### src/rtl/fio_pkg.sv
package fio_pkg;

    localparam int LANE_W = 8;

    // Bit positions within each control-word byte lane
    localparam int DIR_BIT  = 0;
    localparam int FALL_BIT = 5;
    localparam int RISE_BIT = 6;
    localparam int ANY_BIT  = 7;

    typedef enum logic [2:0] {
        SEL_CTRL  = 3'd0,
        SEL_DOUT  = 3'd1,
        SEL_DIN   = 3'd2,
        SEL_RSTAT = 3'd3,
        SEL_REN   = 3'd4,
        SEL_FSTAT = 3'd5,
        SEL_FEN   = 3'd6,
        SEL_NONE  = 3'd7
    } reg_sel_e;

    typedef struct packed {
        logic any;
        logic rise;
        logic fall;
    } lane_flags_t;

    function automatic logic [LANE_W-1:0] pack_ctrl_byte(input logic dir, input lane_flags_t f);
        logic [LANE_W-1:0] b;
        b           = '0;
        b[DIR_BIT]  = dir;
        b[FALL_BIT] = f.fall;
        b[RISE_BIT] = f.rise;
        b[ANY_BIT]  = f.any;
        return b;
    endfunction

endpackage

### src/rtl/fio_edge_det.sv
module fio_edge_det #(
    parameter int W = 16
) (
    input  logic         clk,
    input  logic         rst,
    input  logic [W-1:0] pin_in,
    output logic [W-1:0] lvl,
    output logic [W-1:0] rise_ev,
    output logic [W-1:0] fall_ev
);

    logic [W-1:0] meta_q, sync_q, prev_q;

    // Two synchronizer stages, then one stage holding the previous level
    always_ff @(posedge clk) begin
        if (rst) begin
            meta_q <= '0;
            sync_q <= '0;
            prev_q <= '0;
        end else begin
            meta_q <= pin_in;
            sync_q <= meta_q;
            prev_q <= sync_q;
        end
    end

    assign lvl     = sync_q;
    assign rise_ev = sync_q & ~prev_q;
    assign fall_ev = ~sync_q & prev_q;

    logic live_q;
    always_ff @(posedge clk) live_q <= !rst;

    // a detected rise traces back to a high pin two clocks earlier
    a_r5_rise_origin: assert property (@(posedge clk) disable iff (rst)
        live_q |-> ((rise_ev & ~$past(pin_in, 2)) == '0));
    // a detected fall traces back to a low pin two clocks earlier
    a_r6_fall_origin: assert property (@(posedge clk) disable iff (rst)
        live_q |-> ((fall_ev & $past(pin_in, 2)) == '0));

endmodule

### src/rtl/fio_w1c_stat.sv
module fio_w1c_stat #(
    parameter int W = 16
) (
    input  logic         clk,
    input  logic         rst,
    input  logic [W-1:0] evt,
    input  logic [W-1:0] en,
    input  logic         clr_wr,
    input  logic [W-1:0] clr_mask,
    output logic [W-1:0] stat
);

    logic [W-1:0] set_v, clr_v;

    assign set_v = evt & en;
    assign clr_v = clr_wr ? clr_mask : '0;

    // A new set outranks a clear in the same cycle
    always_ff @(posedge clk) begin
        if (rst) stat <= '0;
        else     stat <= (stat & ~clr_v) | set_v;
    end

    logic live_q;
    always_ff @(posedge clk) live_q <= !rst;

    // new status bits appear only from enabled edges
    a_r7_only_enabled_sets: assert property (@(posedge clk) disable iff (rst)
        live_q |-> (((stat & ~$past(stat)) & ~$past(evt & en)) == '0));
    // bits written as 1, with no concurrent edge, are cleared
    a_r8_w1c_clears: assert property (@(posedge clk) disable iff (rst)
        (live_q && $past(clr_wr)) |-> ((stat & $past(clr_mask & ~(evt & en))) == '0));
    // bits not written as 1 keep their value
    a_r8_zero_keeps: assert property (@(posedge clk) disable iff (rst)
        live_q |-> (($past(stat & ~(clr_wr ? clr_mask : '0)) & ~stat) == '0));
    // an enabled edge always leaves its bit set, even during a clear
    a_r9_set_wins: assert property (@(posedge clk) disable iff (rst)
        live_q |-> (($past(evt & en) & ~stat) == '0));

endmodule

### src/rtl/fio_lane_sum.sv
module fio_lane_sum
    import fio_pkg::*;
#(
    parameter int NLANE = 2,
    localparam int W = NLANE * LANE_W
) (
    input  logic [NLANE-1:0] dir,
    input  logic [W-1:0]     rise_st,
    input  logic [W-1:0]     fall_st,
    output logic [W-1:0]     ctrl_word,
    output logic [NLANE-1:0] lane_any
);

    for (genvar l = 0; l < NLANE; l++) begin : g_lane
        lane_flags_t f;
        always_comb begin
            f.rise = |rise_st[l*LANE_W +: LANE_W];
            f.fall = |fall_st[l*LANE_W +: LANE_W];
            f.any  = f.rise | f.fall;
        end
        assign ctrl_word[l*LANE_W +: LANE_W] = pack_ctrl_byte(dir[l], f);
        assign lane_any[l] = f.any;
    end

endmodule

### src/rtl/fio_edge_regs.sv
module fio_edge_regs
    import fio_pkg::*;
#(
    parameter int NLANE = 2,
    localparam int W = NLANE * LANE_W
) (
    input  logic         clk,
    input  logic         rst,
    input  logic [2:0]   reg_addr,
    input  logic         reg_wr,
    input  logic [W-1:0] reg_wdata,
    output logic [W-1:0] reg_rdata,
    input  logic [W-1:0] pin_in,
    output logic [W-1:0] pin_out,
    output logic [W-1:0] pin_oe,
    output logic         irq
);

    reg_sel_e sel;
    assign sel = reg_sel_e'(reg_addr);

    logic [NLANE-1:0] dir_q;
    logic [W-1:0]     dout_q, ren_q, fen_q;

    always_ff @(posedge clk) begin
        if (rst) begin
            dir_q  <= '0;
            dout_q <= '0;
            ren_q  <= '0;
            fen_q  <= '0;
        end else if (reg_wr) begin
            case (sel)
                SEL_CTRL: begin
                    for (int l = 0; l < NLANE; l++)
                        dir_q[l] <= reg_wdata[l*LANE_W + DIR_BIT];
                end
                SEL_DOUT: dout_q <= reg_wdata;
                SEL_REN:  ren_q  <= reg_wdata;
                SEL_FEN:  fen_q  <= reg_wdata;
                default:  ;
            endcase
        end
    end

    logic [W-1:0] lvl, rise_ev, fall_ev;

    fio_edge_det #(.W(W)) u_det (
        .clk     (clk),
        .rst     (rst),
        .pin_in  (pin_in),
        .lvl     (lvl),
        .rise_ev (rise_ev),
        .fall_ev (fall_ev)
    );

    logic [W-1:0] rise_st, fall_st;

    fio_w1c_stat #(.W(W)) u_rise (
        .clk      (clk),
        .rst      (rst),
        .evt      (rise_ev),
        .en       (ren_q),
        .clr_wr   (reg_wr && sel == SEL_RSTAT),
        .clr_mask (reg_wdata),
        .stat     (rise_st)
    );

    fio_w1c_stat #(.W(W)) u_fall (
        .clk      (clk),
        .rst      (rst),
        .evt      (fall_ev),
        .en       (fen_q),
        .clr_wr   (reg_wr && sel == SEL_FSTAT),
        .clr_mask (reg_wdata),
        .stat     (fall_st)
    );

    logic [W-1:0]     ctrl_word;
    logic [NLANE-1:0] lane_any;

    fio_lane_sum #(.NLANE(NLANE)) u_sum (
        .dir       (dir_q),
        .rise_st   (rise_st),
        .fall_st   (fall_st),
        .ctrl_word (ctrl_word),
        .lane_any  (lane_any)
    );

    always_comb begin
        case (sel)
            SEL_CTRL:  reg_rdata = ctrl_word;
            SEL_DOUT:  reg_rdata = dout_q;
            SEL_DIN:   reg_rdata = lvl;
            SEL_RSTAT: reg_rdata = rise_st;
            SEL_REN:   reg_rdata = ren_q;
            SEL_FSTAT: reg_rdata = fall_st;
            SEL_FEN:   reg_rdata = fen_q;
            default:   reg_rdata = '0;
        endcase
    end

    for (genvar l = 0; l < NLANE; l++) begin : g_oe
        assign pin_oe[l*LANE_W +: LANE_W] = {LANE_W{dir_q[l]}};
    end

    assign pin_out = dout_q;
    assign irq     = (|rise_st) | (|fall_st);

    // lane 0 direction follows the written control bit
    a_r2_dir_follows: assert property (@(posedge clk) disable iff (rst)
        (reg_wr && reg_addr == 3'd0) |=> (pin_oe[LANE_W-1:0] == {LANE_W{$past(reg_wdata[DIR_BIT])}}));
    // the written output data reaches the pins one clock later
    a_r3_dout_drives: assert property (@(posedge clk) disable iff (rst)
        (reg_wr && reg_addr == 3'd1) |=> (pin_out == $past(reg_wdata)));
    // the interrupt agrees with the per-lane summary flags
    a_r11_irq_summary: assert property (@(posedge clk) disable iff (rst)
        irq == (|lane_any));

endmodule

### config.mk
export PLATFORM = sky130hd
export DESIGN_NAME = fio_edge_regs
export DESIGN_NICKNAME = d
export VERILOG_FILES = /design/src/rtl/fio_pkg.sv /design/src/rtl/fio_edge_det.sv /design/src/rtl/fio_w1c_stat.sv /design/src/rtl/fio_lane_sum.sv /design/src/rtl/fio_edge_regs.sv
export SDC_FILE = /design/constraint.sdc
export NUM_CORES = 1
export LEC_CHECK = 0
export BUFFER_PORTS_ARGS = -buffer_cell sky130_fd_sc_hd__buf_2
export CAP_MARGIN = 20
export CORE_MARGIN = 5
export CORE_UTILIZATION = 55
export CTS_BUF_LIST = sky130_fd_sc_hd__clkbuf_8
export CTS_CLUSTER_SIZE = 10
export DETAILED_ROUTE_END_ITERATION = 12
export PLACE_DENSITY = 0.86
export SKIP_CTS_REPAIR_TIMING = 1
export SYNTH_ARGS = -nofsm -noshare
export SYNTH_HDL_FRONTEND = slang
export SYNTH_SLANG_ARGS = --single-unit
### constraint.sdc
create_clock -name clk -period 2 [get_ports clk]
set_input_delay 0.1 -clock clk [delete_from_list [all_inputs] [get_ports clk]]
set_output_delay 0.1 -clock clk [all_outputs]
set_load 0.02 [all_outputs]
==> results.yml, run 1 <==
routing:
  drc: 0
  wl_met2_mm: 6.91
  wl_per_cell_um: 17.1
  top_layer_used: "met4"
  viasPerCell: 5.77
  wl_mm: 14.9
  dr_wl_met3_mm: 1.36
  wl_met1_mm: 6.22
  drt_iter0_drc: 502
  num_vias: 5029
  dr.pass1.iters: 6
  ant_nets: 0
yosys:
  synth_top_area_cell: "dfxtp_1"
  ys_seq_area_share_pct: 48.1
  netlist_instances: 612
  synth.avg_cell_area_sq_um: 8.84
  synthesis.nets: 650
  ys_seq_elements: 130
  synth_top_area_share_pct: 48.1
  yosys-top-cells-area: "dfxtp_1, a21oi_1, nand2_1"
  synth-edff-count: 0
  async_flop_share_pct: 0
  syn_area_sq_um: 5410
  synth.distinct_cells: 39
  synth_warnings: 0
  ys_dominant_reg_cell: "dfxtp_1"
die:
  die_area_sq_um: 11900
  core_sq_um: 9680
  die_x_um: 109
  die_height_um: 109
  start_util_pct: 55.8
  rows: 36
  pin_count: 87
grt:
  grt_max_degree: 66
  grt_usage_pct: 25.1
  antenna_found_initial: 0
  grt_pass1_wl_mm: 23.1
  grt-ovfl-total: 0
  first_global_vias: 4614
outcome:
  status: "finished, violations left"
  violations: "negative setup slack"
timing:
  rsz0062_at_grt: "yes"
  hold_viol: 0
  finalSetupViolations: 3
  tns_ns: -0.724
  slew_viol_final: 0
  tightest_slew_ns: 0.584
  fmax_mhz: 430
  maxSlewHeadroom_pct: 61.0
  min_period_over_period_pct: 116
  worst_slack_ns: -0.328
  min_period_ns: 2.33
  finClkSkew_ns: 0.00653
clocking:
  cts_buffer_depth: 2
  h-tree-depth: 4
  clock_sinks: 130
  cts_root_buffer: "clkbuf_8"
  cts_made_buffers: 17
  cts_tree: "built"
  clk_latency_ns: 0.44
  cts.clk_slew.worst_paths_ns: 0.08
layout:
  stdcell_count: 872
  antennaDiodeCount: 0
  area_growth_pct: 24.1
  fin_nets: 764
  fin_area_sq_um: 6710
  drive_gt1_share_pct: 25.7
job:
  cap_violations: 0
worst_setup_path:
  startpoint_type: "flop"
  critPathKind: "flop to output pin"
  path_max_fanout: 2
  critPathRequiredTime_ns: 1.90
  end_kind: "output pin"
  worst_ep_arrival_time_ns: 2.23
power_and_ir_drop:
  irDropWorstVdd_v: 0.000497
  cellLeakagePower_nw: 2.67
  power_mw: 5.14
  powerDensity_nw_per_um2: 766
placed_design:
  gp_congestion: 0.954
  dp_cells: 807
  dp_hpwl_mm: 10.1
  dpl_cell_area_sq_um: 6000
  port_buffers: 86
hold_path:
  hp-class: "input pin to flop"
## worst max-delay path, stage by stage (launching register included)
cell	delay, ns
dfxtp_2	0.33
or4_4	0.54
or4_4	0.56
or2_1	0.24
buf_6	0.13
## cell usage in the layout, fill, tap and decap left out, drive strengths merged, types with 2 or more instances in the layout
cell type / n
dfxtp: 130
buf: 120
nand2: 99
a21oi: 89
nor2b: 54
o21ai: 34
nand3b: 32
dlygate4sd3: 32
mux2: 28
inv: 23
clkbuf: 17
a221oi: 15
a22oi: 11
clkinv: 7
or4: 5
a221o: 4
clkinvlp: 4
nor4: 4
a32oi: 3
nand4b: 3
o211ai: 2
a22o: 2
mux2i: 2
nor2: 2
nor4bb: 2
nand4bb: 2
## cells in the mapped netlist (2+ instances only)
master       n
dfxtp_1    130
nand2_1     99
a21oi_1     89
nor2b_1     54
o21ai_0     34
nand3b_1    32
clkbuf_1    31
mux2_2      28
inv_1       19
a221oi_1    15
buf_4       15
a22oi_1     11
buf_2        6
buf_1        5
a221o_1      4
nor4_1       4
or4_1        4
a32oi_1      3
nand4b_1     3
a22o_1       2
mux2i_1      2
nand4bb_1    2
nor2_1       2
nor4bb_1     2
o211ai_1     2
## registers in the layout (all words and copies together) (netlist names)
name and cells:
u_det.lvl 16, fen_q 16, u_fall.stat 16, pin_out 16, u_rise.stat 16, u_det.prev_q 16, ren_q 16, dir_q 2
u_det.meta_q 16
## path summary, 6_finish.rpt
check | to | slack, ns | startpoint | cells past startpoint
max reg2reg | u_fall.stat[8]$_SDFF_PP0_ | 1.23 | u_fall.stat[8]$_SDFF_PP0_ | 2
max | irq | -0.33 | u_fall.stat[1]$_SDFF_PP0_ | 4
min | dir_q[1]$_SDFFE_PP0P_ | 0.05 | rst | 2
min reg2reg | u_det.lvl[9]$_SDFF_PP0_ | 0.44 | u_det.meta_q[9]$_SDFF_PP0_ | 1
## cell type report
cell class | instances | area, sq um
Fill cell | 704 | 2970
Sequential cell | 130 | 2610
Multi-Input combinational cell | 406 | 2490
Timing Repair Buffer | 152 | 1030
Clock buffer | 17 | 234
Tap cell | 133 | 166
Clock inverter | 15 | 114
Inverter | 19 | 71.3
## metal layers
layer | track usage, % | vias to the layer above
met3 | 5.27 | 44
li1 | - | 2353
met2 | 37.5 | 276
met5 | 0 | -
met4 | 11.9 | 0
met1 | 34.5 | 2356
## where the power goes
part	total, mW	switching, mW	internal, mW	leakage (nW)
logic	0.516	0.292	0.225	1.44
registers	2.69	0.0396	2.65	1.06
clock network	1.93	1.07	0.863	0.170
total	5.14	1.40	3.74	2.67
## logic make-up after synthesis
logic type | count (synthesis) | synth area share (%)
AOI/OAI and AO/OA | 165 | 18.0
DFF | 130 | 48.1
buffers and inverters | 76 | 6.46
and+or+nand+nor | 211 | 21.2
muxes | 30 | 6.20
## through the flow
| stage | worst slack (ns) | util (%) | hold slack, ns |
|---|---|---|---|
| floorplan | 0.237 | - | 0.228 |
| global route | -0.383 | 69.3 | 0.0578 |
| finish | -0.328 | 69.3 | 0.0540 |
| detailed placement | 0.0802 | 62.0 | 0.313 |
| CTS | -0.407 | 65.6 | -0.161 |
| global placement | 0.0973 | 62.0 | 0.307 |
(Power assumes the default switching activity.)
==> run 2: changes to the inputs <==
MAX_ROUTING_LAYER = met4   (was unset)
==> run 2 against run 1 <==
  * The run still ends with negative setup slack left
  * Wire length is 6.0% higher
  * Total power up 0.33%
  * First-iteration DRC count is 10% higher
  * Clock power barely moved
  * Clock skew barely moved
  * Die area unchanged
  * Via count grew 1.4%
  * Combinational power increased by 2%
  * Critical path type unchanged
==> results.yml, run 2 (synthesized netlist as in run 1, its figures left out) <==
outcome:
  status: "finished, violations left"
  violations: "negative setup slack"
grt:
  first_global_vias: 4860
  grt_max_degree: 58
  grt_usage_pct: 27.1
  grt_pass1_wl_mm: 24.2
  grt-ovfl-total: 0
  antenna_found_initial: 0
die:
  die_area_sq_um: 11900
  die_height_um: 109
  die_x_um: 109
  rows: 36
  start_util_pct: 55.8
  core_sq_um: 9680
  pin_count: 87
placed_design:
  dp_hpwl_mm: 10.6
  pre_cts_ws_ns: 0.0737
  port_buffers: 86
  dpl_cell_area_sq_um: 6020
  gp_congestion: 0.949
routing:
  drt_iter0_drc: 552
  wl_mm: 15.8
  num_vias: 5098
  dr.pass1.iters: 5
  ant_nets: 0
  drc: 0
  viasPerCell: 5.85
  wl_per_cell_um: 18.2
layout:
  area_growth_pct: 24.6
  multiInputGateArea_sq_um: 2500
  fill_cells: 733
  final_common_cell: "dfxtp_1"
  fin_area_sq_um: 6740
  fin_nets: 764
  antennaDiodeCount: 0
  drive_gt1_share_pct: 26.3
  seq_area_sq_um: 2610
  mostFrequentLayoutCells: "dfxtp_1, nand2_1, a21oi_1"
timing:
  min_period_ns: 2.33
  maxSlewHeadroom_pct: 59.8
  hold_viol: 0
  slew_viol_final: 0
  fmax_mhz: 429
  rsz0062_at_grt: "yes"
  worst_slack_ns: -0.330
  min_period_over_period_pct: 116
  finalSetupViolations: 3
  tightest_slew_ns: 0.603
  finClkSkew_ns: 0.00690
  holdWs_ns: 0.148
  tns_ns: -0.750
worst_setup_path:
  path_max_fanout: 3
  critPathRequiredTime_ns: 1.90
  critPathKind: "flop to output pin"
  worst_ep_arrival_time_ns: 2.23
  end_kind: "output pin"
  startpoint_type: "flop"
hold_path:
  hp-class: "input pin to flop"
power_and_ir_drop:
  cellLeakagePower_nw: 2.66
  powerDensity_nw_per_um2: 765
  irDropWorstVdd_v: 0.000445
clocking:
  clock_sinks: 130
  h-tree-depth: 4
  cts_tree: "built"
  cts_made_buffers: 17
  cts_buffer_depth: 2
  cts.clk_slew.worst_paths_ns: 0.08
  clk_latency_ns: 0.44
  cts_root_buffer: "clkbuf_8"
job:
  cap_violations: 0
## run 2: cell count changes in the layout (fill, tap and decap cells not counted), moves of 2 or more
cell,previous run,this run
clkinvlp_4,4,8
clkinv_4,5,3
nor4_1,2,0
nor4_2,2,4
## run 2: metrics by stage
stage | utilization, % | cells | power, mW
after floorplan | - | 612 | 3.02
after global placement | 62.2 | 808 | 3.20
final | 69.6 | 872 | 5.16
after CTS | 65.8 | 840 | 5.11
after detailed placement | 62.2 | 808 | 3.21
after global routing | 69.6 | 872 | 5.35
## run 2: critical path, stage by stage (launching register included)
cell     delay [ns]
dfxtp_2        0.33
or4_4          0.54
or4_4          0.56
or2_1          0.23
buf_6          0.13
## run 2: final timing paths
| path | from | end | slack [ns] | cells past startpoint |
|---|---|---|---|---|
| worst max-delay path | u_fall.stat[3]$_SDFF_PP0_ | irq | -0.33 | 4 |
| worst min-delay path | rst | u_det.meta_q[13]$_SDFF_PP0_ | 0.15 | 2 |
| worst max register to register | u_fall.stat[11]$_SDFF_PP0_ | u_fall.stat[11]$_SDFF_PP0_ | 1.23 | 2 |
| worst min register to register | u_det.meta_q[10]$_SDFF_PP0_ | u_det.lvl[10]$_SDFF_PP0_ | 0.44 | 1 |
## run 2: report_power, final
| group | leakage, nW | total, mW | switching, mW | internal [mW] |
|---|---|---|---|---|
| sequential | 1.06 | 2.69 | 0.0414 | 2.65 |
| combinational | 1.45 | 0.526 | 0.297 | 0.228 |
| clock | 0.153 | 1.94 | 1.08 | 0.857 |
## run 2: final cells by class
cell class	count	area share, %
Sequential cell	130	38.7
Tap cell	133	2.47
Clock buffer	17	3.47
Timing Repair Buffer	152	15.4
Inverter	19	1.06
Clock inverter	15	1.69
Multi-Input combinational cell	406	37.2
## run 2: layer usage
| metal | wire length, um | up-vias | track usage [%] | share of wire [%] |
|---|---|---|---|---|
| met5 | 0 | - | - | 0 |
| met4 | 556 | 0 | 14.5 | 3.5 |
| met3 | 1480 | 53 | 6.93 | 9.4 |
| met2 | 7360 | 316 | 39.6 | 46 |
| met1 | 6440 | 2379 | 34.4 | 41 |
| li1 | - | 2350 | - | - |
==> run 3: changes to the inputs <==
PLACE_DENSITY = unset   (was 0.86)
PLACE_DENSITY_LB_ADDON = 0.08   (was unset)
==> run 3 against run 2 <==
  * The flow still finishes with violations (negative setup slack)
  * Clock-buffer cell count did not move
  * Cell area grew 1.2%
  * Register-to-register slack improved by 0.03 ns
  * Wire length down 3.7%
  * Fmax decreased by 0.11%
  * Combinational power about the same
  * Non-clock buffer count is 4 lower
  * Critical path depth unchanged
  * Total power grew 8.9%
  * Worst hold slack worse by 0.019 ns
  * Sequential power hardly changed
  * Final cell count shrank 0.46%
  * Critical endpoint unchanged
==> results.yml, run 3 (synthesized netlist as in run 1, its figures left out) <==
worst_setup_path:
  critPathKind: "flop to output pin"
  end_kind: "output pin"
  path_max_fanout: 3
  regToRegSetupSlack_ns: 1.26
  worst_ep_arrival_time_ns: 2.23
  r2r_start: "u_det.lvl[10]$_SDFF_PP0_"
  reg2regPathDepth: 2
  critPathRequiredTime_ns: 1.90
  r2r_end: "u_fall.stat[10]$_SDFF_PP0_"
  startpoint_type: "flop"
routing:
  wl_mm: 15.3
  drc: 0
  dr.pass1.iters: 5
  viasPerCell: 5.54
  drt_iter0_drc: 355
  num_vias: 4805
  ant_nets: 0
  wl_per_cell_um: 17.6
grt:
  antenna_found_initial: 0
  grt_max_degree: 59
  grt-ovfl-total: 0
  grt_usage_pct: 26.7
  grt_pass1_wl_mm: 23.4
  first_global_vias: 4423
clocking:
  cts.clk_slew.worst_paths_ns: 0.08
  cts_tree: "built"
  cts_buffer_depth: 2
  clock_sinks: 130
  clk_latency_ns: 0.45
  cts_root_buffer: "clkbuf_8"
  h-tree-depth: 4
  cts_made_buffers: 17
die:
  die_area_sq_um: 11900
  start_util_pct: 55.8
  rows: 36
  pin_count: 87
  die_x_um: 109
  die_height_um: 109
  core_sq_um: 9680
placed_design:
  gp_congestion: 0.919
  dp_hpwl_mm: 10.1
  port_buffers: 86
timing:
  min_period_ns: 2.33
  finalSetupViolations: 2
  holdWs_ns: 0.129
  finClkSkew_ns: 0.00593
  slew_viol_final: 0
  tightest_slew_ns: 0.578
  rsz0062_at_grt: "yes"
  min_period_over_period_pct: 117
  maxSlewHeadroom_pct: 61.4
  worst_slack_ns: -0.332
  hold_viol: 0
  fmax_mhz: 429
layout:
  utilization_pct: 70.4
  mostFrequentLayoutCells: "dfxtp_1, nand2_1, a21oi_1"
  final_common_cell: "dfxtp_1"
  fill_cells: 800
  fin_nets: 760
  area_growth_pct: 26.1
  antennaDiodeCount: 0
  drive_gt1_share_pct: 26.0
power_and_ir_drop:
  powerDensity_nw_per_um2: 823
  p_clk_share_pct: 42.7
  pwr-share-comb_pct: 9.4
  switchingPower_mw: 1.46
  switching_share_pct: 26.1
  cellLeakagePower_nw: 2.72
  p_int_mw: 4.15
  irDropWorstVdd_v: 0.00102
  power_frac_seq_pct: 47.9
hold_path:
  hold_depth: 2
  hold_end: "dir_q[0]$_SDFFE_PP0P_"
  worstHoldStart: "rst"
  hp-class: "input pin to flop"
outcome:
  violations: "negative setup slack"
  status: "finished, violations left"
job:
  cap_violations: 0
[run 3: changes by cell type in the layout (fill, tap and decap cells not counted), moves of 2 or more]
cell        previous run  this run
buf_4                 33        27
inv_8                  0         2
inv_6                  2         5
bufinv_16              0         3
clkinvlp_4             8         1
buf_12                 2         4
[run 3: critical path: stages, from the launching register on]
cell	delay [ns]
dfxtp_2	0.33
or4_4	0.53
or4_4	0.55
or2_1	0.23
buf_6	0.13
[run 3: layout make-up]
type / count / area (sq um) / area share, %
Sequential cell: 130 / 2610 / 38.2
Multi-Input combinational cell: 406 / 2500 / 36.7
Timing Repair Buffer: 148 / 1040 / 15.3
Clock buffer: 17 / 234 / 3.43
Clock inverter: 15 / 195 / 2.86
Tap cell: 133 / 166 / 2.44
Inverter: 19 / 71.3 / 1.05
[run 3: per-stage QoR]
| step | power (mW) | std cells | instance area (sq um) | setup slack [ns] | setup TNS, ns |
|---|---|---|---|---|---|
| after floorplan | 3.02 | 612 | 5410 | 0.237 | 0 |
| after global placement | 3.21 | 804 | 6020 | 0.0819 | 0 |
| after detailed placement | 3.21 | 804 | 6020 | 0.0964 | 0 |
| after CTS | 5.59 | 836 | 6450 | -0.403 | -0.787 |
| after global routing | 5.82 | 868 | 6820 | -0.377 | -0.826 |
| final | 5.61 | 868 | 6820 | -0.332 | -0.639 |
[run 3: layer usage]
metal	part of all wire, %	global-route usage (%)	vias up
li1	-	-	2340
met1	45	36.9	2228
met2	45	38.2	212
met3	8.2	6.22	25
met4	1.8	9.65	0
met5	0	-	-
[run 3: power groups by stage]
stage          clock network [mW]  registers [mW]  logic (mW)
3_3_place_gp                    0            2.75       0.462
5_1_grt                      2.55            2.70       0.569
6_report                     2.40            2.69       0.527
4_1_cts                      2.43            2.69       0.469
3_5_place_dp                    0            2.75       0.468
2_1_floorplan                   0            2.74       0.273
[run 3: worst max path at each step]
stage	start	endpoint	slack, ns	cells past startpoint
after floorplan	u_rise.stat[3]$_SDFF_PP0_	irq	0.24	3
after global placement	u_rise.stat[3]$_SDFF_PP0_	irq	0.08	4
after detailed placement	u_rise.stat[3]$_SDFF_PP0_	irq	0.1	4
after CTS	u_rise.stat[3]$_SDFF_PP0_	irq	-0.40	4
after global routing	u_rise.stat[0]$_SDFF_PP0_	irq	-0.38	4
final	u_rise.stat[0]$_SDFF_PP0_	irq	-0.33	4
